==> config.mk <==
export PLATFORM = sky130hd
export DESIGN_NAME = txseg_deser
export DESIGN_NICKNAME = d
export VERILOG_FILES = /design/src/rtl/txseg_pkg.sv /design/src/rtl/txseg_align.sv /design/src/rtl/txseg_pick.sv /design/src/rtl/txseg_outreg.sv /design/src/rtl/txseg_deser.sv
export SDC_FILE = /design/constraint.sdc
export NUM_CORES = 1
export LEC_CHECK = 0
export BUFFER_PORTS_ARGS = -buffer_cell sky130_fd_sc_hd__clkbuf_2
export CAP_MARGIN = 0
export CORE_UTILIZATION = 45
export CTS_CLUSTER_SIZE = 40
export DETAILED_ROUTE_END_ITERATION = 16
export PLACE_DENSITY = 0.74
export SETUP_SLACK_MARGIN = 0.3
export SLEW_MARGIN = 20
export SYNTH_ARGS = -nofsm -noshare
export SYNTH_HDL_FRONTEND = slang
export SYNTH_SLANG_ARGS = --single-unit
==> constraint.sdc <==
create_clock -name clk -period 2.56 [get_ports clk]
set_clock_uncertainty 0.05 [all_clocks]
set_input_delay 0.256 -clock clk [delete_from_list [all_inputs] [get_ports clk]]
set_output_delay 0.256 -clock clk [all_outputs]
set_load 0.02 [all_outputs]
==> src/rtl/txseg_pkg.sv <==
package txseg_pkg;

  localparam int unsigned CTRL_BITS = 2;

  typedef struct packed {
    logic       er;
    logic       en;
    logic [7:0] data;
  } seg_fields_t;

  // split a ten-bit segment word (bit 0 first on the wire)
  function automatic seg_fields_t seg_unpack(input logic [9:0] w);
    seg_fields_t f;
    f.er   = w[0];
    f.en   = w[1];
    f.data = w[9:2];
    return f;
  endfunction

  // wrap-around increment used by the segment group counter
  function automatic int unsigned wrap_inc(input int unsigned v, input int unsigned lim);
    return (v + 1 >= lim) ? 0 : v + 1;
  endfunction

endpackage

==> src/rtl/txseg_align.sv <==
module txseg_align #(
  parameter int unsigned SEG_W = 10
) (
  input  logic             clk,
  input  logic             rst_n,
  input  logic             sync_i,
  input  logic             ser_i,
  output logic             seg_done_o,
  output logic             resync_o,
  output logic [SEG_W-1:0] seg_word_o
);
  localparam int unsigned PW   = $clog2(SEG_W);
  localparam int unsigned LAST = SEG_W - 1;

  logic [PW-1:0]    pos_q;
  logic             open_q;
  logic [SEG_W-2:0] hold_q;

  // tenth bit on the line, no competing SYNC
  assign seg_done_o = open_q && (pos_q == PW'(LAST)) && !sync_i;
  // SYNC while a segment is still open: partial gets discarded
  assign resync_o   = open_q && sync_i;
  assign seg_word_o = {ser_i, hold_q};

  always_ff @(posedge clk) begin
    if (!rst_n) begin
      pos_q  <= '0;
      open_q <= 1'b0;
    end else if (sync_i) begin
      pos_q  <= PW'(1);
      open_q <= 1'b1;
    end else if (open_q) begin
      if (pos_q == PW'(LAST)) begin
        pos_q  <= '0;
        open_q <= 1'b0;
      end else begin
        pos_q <= pos_q + PW'(1);
      end
    end
  end

  genvar gi;
  generate
    for (gi = 0; gi < SEG_W - 1; gi++) begin : g_cap
      logic take_bit;
      if (gi == 0) begin : g_first
        assign take_bit = sync_i;
      end else begin : g_rest
        assign take_bit = !sync_i && open_q && (pos_q == PW'(gi));
      end
      always_ff @(posedge clk) begin
        if (!rst_n)        hold_q[gi] <= 1'b0;
        else if (take_bit) hold_q[gi] <= ser_i;
      end
    end
  endgenerate

  AST_POS_RANGE: assert property (@(posedge clk) disable iff (!rst_n)
    pos_q <= PW'(LAST));
  AST_DONE_SPACING: assert property (@(posedge clk) disable iff (!rst_n)
    seg_done_o |=> !seg_done_o);
  AST_RESYNC_DROP: assert property (@(posedge clk) disable iff (!rst_n)
    resync_o |=> !seg_done_o);
  AST_IDLE_NO_DONE: assert property (@(posedge clk) disable iff (!rst_n)
    !open_q |-> !seg_done_o);

endmodule

==> src/rtl/txseg_pick.sv <==
module txseg_pick #(
  parameter int unsigned REPEAT = 10
) (
  input  logic clk,
  input  logic rst_n,
  input  logic fast_i,
  input  logic done_i,
  input  logic en_i,
  output logic take_o,
  output logic restart_o
);
  import txseg_pkg::*;

  localparam int unsigned CW = (REPEAT > 1) ? $clog2(REPEAT) : 1;

  logic prev_en_q;

  always_ff @(posedge clk) begin
    if (!rst_n)      prev_en_q <= 1'b0;
    else if (done_i) prev_en_q <= en_i;
  end

  // frame start seen on a completed segment in slow mode
  assign restart_o = done_i && !fast_i && en_i && !prev_en_q;

  generate
    if (REPEAT == 1) begin : g_norep
      assign take_o = done_i;
    end else begin : g_rep
      logic [CW-1:0] cnt_q;
      logic          head;

      assign head   = (cnt_q == '0);
      assign take_o = done_i && (fast_i || restart_o || head);

      always_ff @(posedge clk) begin
        if (!rst_n)         cnt_q <= '0;
        else if (fast_i)    cnt_q <= '0;
        else if (restart_o) cnt_q <= CW'(wrap_inc(0, REPEAT));
        else if (done_i)    cnt_q <= CW'(wrap_inc(int'(cnt_q), REPEAT));
      end

      AST_CNT_RANGE: assert property (@(posedge clk) disable iff (!rst_n)
        cnt_q < CW'(REPEAT));
      AST_SLOW_AFTER_TAKE: assert property (@(posedge clk) disable iff (!rst_n)
        (take_o && !fast_i) |=> (cnt_q == CW'(1)));
      AST_FAST_CLEARS: assert property (@(posedge clk) disable iff (!rst_n)
        fast_i |=> head);
    end
  endgenerate

endmodule

==> src/rtl/txseg_outreg.sv <==
module txseg_outreg #(
  parameter int unsigned SEG_W  = 10,
  parameter int unsigned DATA_W = 8
) (
  input  logic              clk,
  input  logic              rst_n,
  input  logic              load_i,
  input  logic [SEG_W-1:0]  word_i,
  output logic              vld_o,
  output logic              en_o,
  output logic              er_o,
  output logic [DATA_W-1:0] data_o
);
  import txseg_pkg::*;

  seg_fields_t f;
  assign f = seg_unpack(word_i);

  always_ff @(posedge clk) begin
    if (!rst_n) begin
      vld_o  <= 1'b0;
      en_o   <= 1'b0;
      er_o   <= 1'b0;
      data_o <= '0;
    end else begin
      vld_o <= load_i;
      if (load_i) begin
        en_o   <= f.en;
        er_o   <= f.er;
        data_o <= f.data;
      end
    end
  end

  AST_HOLD_DATA: assert property (@(posedge clk) disable iff (!rst_n)
    !load_i |=> ($stable(data_o) && $stable(en_o) && $stable(er_o)));
  AST_STROBE_FOLLOWS: assert property (@(posedge clk) disable iff (!rst_n)
    vld_o |-> $past(load_i));

endmodule

==> src/rtl/txseg_deser.sv <==
module txseg_deser #(
  parameter int unsigned DATA_W = 8,
  parameter int unsigned REPEAT = 10
) (
  input  logic              clk,
  input  logic              rst_n,
  input  logic              speed_fast_i,
  input  logic              seg_sync_i,
  input  logic              ser_i,
  output logic              byte_vld_o,
  output logic              tx_en_o,
  output logic              tx_er_o,
  output logic [DATA_W-1:0] byte_o
);
  import txseg_pkg::*;

  localparam int unsigned SEG_W = DATA_W + CTRL_BITS;

  logic             seg_done;
  logic             resync;
  logic [SEG_W-1:0] seg_word;
  logic             take;
  logic             restart;

  txseg_align #(.SEG_W(SEG_W)) u_align (
    .clk        (clk),
    .rst_n      (rst_n),
    .sync_i     (seg_sync_i),
    .ser_i      (ser_i),
    .seg_done_o (seg_done),
    .resync_o   (resync),
    .seg_word_o (seg_word)
  );

  txseg_pick #(.REPEAT(REPEAT)) u_pick (
    .clk       (clk),
    .rst_n     (rst_n),
    .fast_i    (speed_fast_i),
    .done_i    (seg_done),
    .en_i      (seg_word[1]),
    .take_o    (take),
    .restart_o (restart)
  );

  txseg_outreg #(.SEG_W(SEG_W), .DATA_W(DATA_W)) u_out (
    .clk    (clk),
    .rst_n  (rst_n),
    .load_i (take),
    .word_i (seg_word),
    .vld_o  (byte_vld_o),
    .en_o   (tx_en_o),
    .er_o   (tx_er_o),
    .data_o (byte_o)
  );

  AST_STROBE_SINGLE: assert property (@(posedge clk) disable iff (!rst_n)
    byte_vld_o |=> !byte_vld_o);
  AST_FAST_EVERY: assert property (@(posedge clk) disable iff (!rst_n)
    (speed_fast_i && seg_done) |=> byte_vld_o);
  AST_RESTART_KEEPS: assert property (@(posedge clk) disable iff (!rst_n)
    restart |=> (byte_vld_o && tx_en_o));
  AST_RESYNC_QUIET: assert property (@(posedge clk) disable iff (!rst_n)
    resync |=> !byte_vld_o);

endmodule

==> impl_metrics.xml <==
<?xml version="1.0" encoding="UTF-8"?>
<metrics>
  <group name="route">
    <metric name="drt_wl_total" unit="microns">2620</metric>
    <metric name="first_iter_violations" unit="">30</metric>
    <metric name="detail_route.vias_per_cell" unit="">5.53</metric>
    <metric name="dr_total_vias" unit="">1128</metric>
    <metric name="detail_route.drc_violations" unit="">1</metric>
    <metric name="drtAntennaViolNets" unit="">0</metric>
    <metric name="route.detailed.wl_per_inst" unit="microns">12.8</metric>
    <metric name="firstDrtPassIters" unit="">10</metric>
  </group>
  <group name="cells_and_area">
    <metric name="nets" unit="">180</metric>
    <metric name="fin_util" unit="%">55.8</metric>
    <metric name="fin_cells" unit="">204</metric>
    <metric name="num_antenna_cells" unit="">0</metric>
    <metric name="proportion_of_layout_cells_with_a_drive_suffix_above_1" unit="%">16.8</metric>
    <metric name="fill_cell_count" unit="">263</metric>
    <metric name="layout-area-overhead-vs-synth" unit="%">14.1</metric>
  </group>
  <group name="placement">
    <metric name="cells_after_dpl" unit="">196</metric>
    <metric name="dp_hpwl" unit="microns">1840</metric>
    <metric name="routabilityCongestion" unit="">0.767</metric>
    <metric name="io_buffers" unit="">15</metric>
  </group>
  <group name="die">
    <metric name="floorplan.die.width" unit="microns">57.4</metric>
    <metric name="pin_count" unit="">16</metric>
    <metric name="die-area" unit="sq um">3300</metric>
    <metric name="floorplan.core_area" unit="sq um">2830</metric>
    <metric name="initial_utilization" unit="%">48.9</metric>
    <metric name="fp.dieH" unit="microns">57.4</metric>
    <metric name="rows" unit="">19</metric>
  </group>
  <group name="status">
    <metric name="status" unit="">complete, but fails checks</metric>
    <metric name="violations_in_the_final_reports" unit="">DRC</metric>
  </group>
  <group name="timing">
    <metric name="final-max-slew-violation-count" unit="">0</metric>
    <metric name="period_share" unit="%">76.7</metric>
    <metric name="setup_repair_after_global_routing_missed_its_margin" unit="">false</metric>
    <metric name="setup_viol_count_final" unit="">0</metric>
    <metric name="final.setup.tns" unit="ps">0</metric>
    <metric name="finalHoldViolCount" unit="">0</metric>
    <metric name="min_period" unit="ps">1960</metric>
    <metric name="fmaxAchievable" unit="MHz">509</metric>
    <metric name="tightestPinTransition" unit="ps">790</metric>
    <metric name="max-slew-margin-rel" unit="%">46.6</metric>
  </group>
  <group name="cts">
    <metric name="max-clock-path-buffers" unit="">2</metric>
    <metric name="clkSlewWorstSetupHoldPaths" unit="ps">90</metric>
    <metric name="htree_num_levels" unit="">2</metric>
    <metric name="ctsHoldBuffers" unit="">0</metric>
    <metric name="clkLatencyLatePin" unit="ps">330</metric>
    <metric name="root_buffer" unit="">clkbuf_4</metric>
    <metric name="cts-resized-gates" unit="">0</metric>
    <metric name="cts_buffers" unit="">5</metric>
    <metric name="post-cts-setup-buffers" unit="">0</metric>
    <metric name="clock_sink_count" unit="">30</metric>
    <metric name="cts_tree" unit="">built</metric>
  </group>
  <group name="global_routing">
    <metric name="globalRouteTotalUtil" unit="%">18.4</metric>
    <metric name="global_route_wire_length_before_repair" unit="microns">4650</metric>
    <metric name="initial_antenna_violation_count" unit="">0</metric>
    <metric name="grt_overflow" unit="">0</metric>
    <metric name="grt_max_degree" unit="">23</metric>
    <metric name="grt_pass1_vias" unit="">1094</metric>
  </group>
  <group name="hold_path">
    <metric name="holdCritPathClass" unit="">primary input to flop</metric>
  </group>
  <group name="synthesis">
    <metric name="synthesis.yosys.warnings" unit="">0</metric>
    <metric name="synth_seq_cells" unit="">30</metric>
    <metric name="synth_cells" unit="">157</metric>
    <metric name="dominantRegCellSynth" unit="">dfxtp_1</metric>
    <metric name="synth-compound-area-share" unit="%">11.9</metric>
    <metric name="synth.lib_cells_used.distinct" unit="">34</metric>
    <metric name="yosys-mux-area-fraction" unit="%">10.1</metric>
    <metric name="post_synth_edffs" unit="">0</metric>
    <metric name="synth_area_leaders" unit="">dfxtp_1, mux2i_1, nor2_1</metric>
    <metric name="synth_top_family_by_area" unit="">simple AND/OR/NAND/NOR gates</metric>
    <metric name="synth-adder-area-share" unit="%">2.71</metric>
    <metric name="synth_xor_area_share" unit="%">0.633</metric>
    <metric name="syn-cell-area" unit="sq um">1380</metric>
    <metric name="synth_simple_gate_area_share" unit="%">26.6</metric>
    <metric name="synth.avg_cell_area" unit="sq um">8.81</metric>
    <metric name="async_flop_share" unit="%">0</metric>
    <metric name="synth_largest_area_cell" unit="">dfxtp_1</metric>
    <metric name="synth_sequential_area_ratio" unit="%">43.4</metric>
    <metric name="yosys_top_cell_area_share" unit="%">43.4</metric>
    <metric name="postSynthNetCount" unit="">165</metric>
  </group>
  <group name="critical_path">
    <metric name="critPathBufInv" unit="">0</metric>
    <metric name="max_stage_delay" unit="ps">590</metric>
    <metric name="cp-start-kind" unit="">flop</metric>
    <metric name="crit_fanout" unit="">8</metric>
    <metric name="worstPathArrival" unit="ps">2180</metric>
    <metric name="crit_chain" unit="">nor2b_1 &gt; nand2_4 &gt; or4b_1 &gt; a21oi_1</metric>
    <metric name="criticalPathCategory" unit="">flop to flop</metric>
    <metric name="worst-endpoint-required" unit="ps">2780</metric>
    <metric name="crit_slowest_cell" unit="">nor2b_1</metric>
    <metric name="worstSetupEndpointType" unit="">flop</metric>
    <metric name="timing.critical_path.max_delay_family" unit="">simple AND/OR/NAND/NOR gates</metric>
    <metric name="reg2reg_setup_slack" unit="ps">600</metric>
  </group>
  <group name="pwr">
    <metric name="leakage" unit="nW">0.713</metric>
    <metric name="peakVddDrop" unit="mV">0.395</metric>
    <metric name="pwr_density_cell" unit="nW/um^2">639</metric>
  </group>
  <group name="flow_run">
    <metric name="max-cap-violations" unit="">0</metric>
  </group>
</metrics>
==> logic make-up after synthesis <==
| kind of cell | count (synthesis) |
|---|---|
| buffers and inverters | 12 |
| AND/OR/NAND/NOR | 70 |
| AO/OA/AOI/OAI | 27 |
| adder cells (fa/ha/maj) | 3 |
| XOR/XNOR | 1 |
| flip-flops | 30 |
| multiplexers | 14 |
==> final cells by class <==
class | count | area (sq um) | area share [%]
Clock inverter | 2 | 60.1 | 3.81
Timing Repair Buffer | 17 | 90.1 | 5.71
Multi-Input combinational cell | 115 | 726 | 46.0
Inverter | 3 | 11.3 | 0.714
Sequential cell | 30 | 601 | 38.1
Tap cell | 31 | 38.8 | 2.46
Clock buffer | 6 | 51.3 | 3.25
==> worst paths after layout <==
check / startpoint / to / depth (start not counted)
worst min-delay path: rst_n / u_align.open_q$_SDFF_PN0_ / 2
worst max register to register: u_align.open_q$_SDFF_PN0_ / u_pick.g_rep.cnt_q[3]$_SDFFE_PP0P_ / 4
worst max-delay path: u_align.open_q$_SDFF_PN0_ / u_pick.g_rep.cnt_q[3]$_SDFFE_PP0P_ / 4
worst min register to register: u_align.seg_word_o[5]$_SDFFE_PN0P_ / u_align.seg_word_o[5]$_SDFFE_PN0P_ / 2
==> registers in the layout (all words and copies together), names as in the netlist <==
signal,flops
u_out.er_o,1
u_out.vld_o,1
u_pick.g_rep.cnt_q,4
u_align.open_q,1
u_align.seg_word_o,9
u_out.data_o,8
u_align.pos_q,4
u_pick.prev_en_q,1
u_out.en_o,1
==> synthesized netlist by cell type (all sizes together), types with 2 or more instances <==
| cell | count |
|---|---|
| o21bai | 2 |
| inv | 3 |
| nand3 | 12 |
| a21oi | 14 |
| o21ai | 4 |
| nor4bb | 2 |
| dfxtp | 30 |
| clkbuf | 5 |
| ha | 3 |
| a21o | 2 |
| nor2b | 7 |
| mux2i | 14 |
| nand2 | 13 |
| nand2b | 3 |
| buf | 4 |
| nor3b | 2 |
| nor2 | 22 |
==> stage by stage <==
stage	instance area [sq um]	total power, mW	hold slack (ps)	worst slack [ps]
6_report	1580	1.01	136	596
3_3_place_gp	1470	0.522	395	754
2_1_floorplan	1380	0.515	323	784
4_1_cts	1580	1.02	120	634
5_1_grt	1580	1.04	135	447
3_5_place_dp	1470	0.524	396	642
==> cell usage in the layout, fill, tap and decap left out, types with 2 or more instances in the layout <==
cell,synthesis,final
nand2_1,12,12
o21ai_0,4,4
nor3b_1,2,2
buf_4,3,2
inv_1,3,3
clkbuf_4,0,5
dfxtp_1,30,30
o21bai_1,2,2
mux2i_1,14,14
nand3_1,12,12
nor4bb_1,2,2
ha_1,3,3
bufinv_16,0,2
nor2b_1,7,7
nor2_1,22,22
a21o_1,2,2
a21oi_1,14,14
clkbuf_2,0,15
nand2b_1,3,3
==> power by group <==
| part | switching, mW | internal [mW] | leakage, nW |
|---|---|---|---|
| clock | 0.164 | 0.331 | 0.0585 |
| sequential | 0.00668 | 0.471 | 0.242 |
| combinational | 0.0233 | 0.0127 | 0.412 |
| total | 0.193 | 0.814 | 0.713 |
==> routing by layer <==
metal | routed length (microns) | GRT usage, % | vias to the layer above
met2 | 1280 | 29.4 | 25
met3 | 127 | 6.12 | 4
met4 | 23 | 8.36 | 0
li1 | - | - | 574
met1 | 1190 | 22.4 | 525
met5 | 0 | 0 | -
Power figures use the tool's default switching activity.
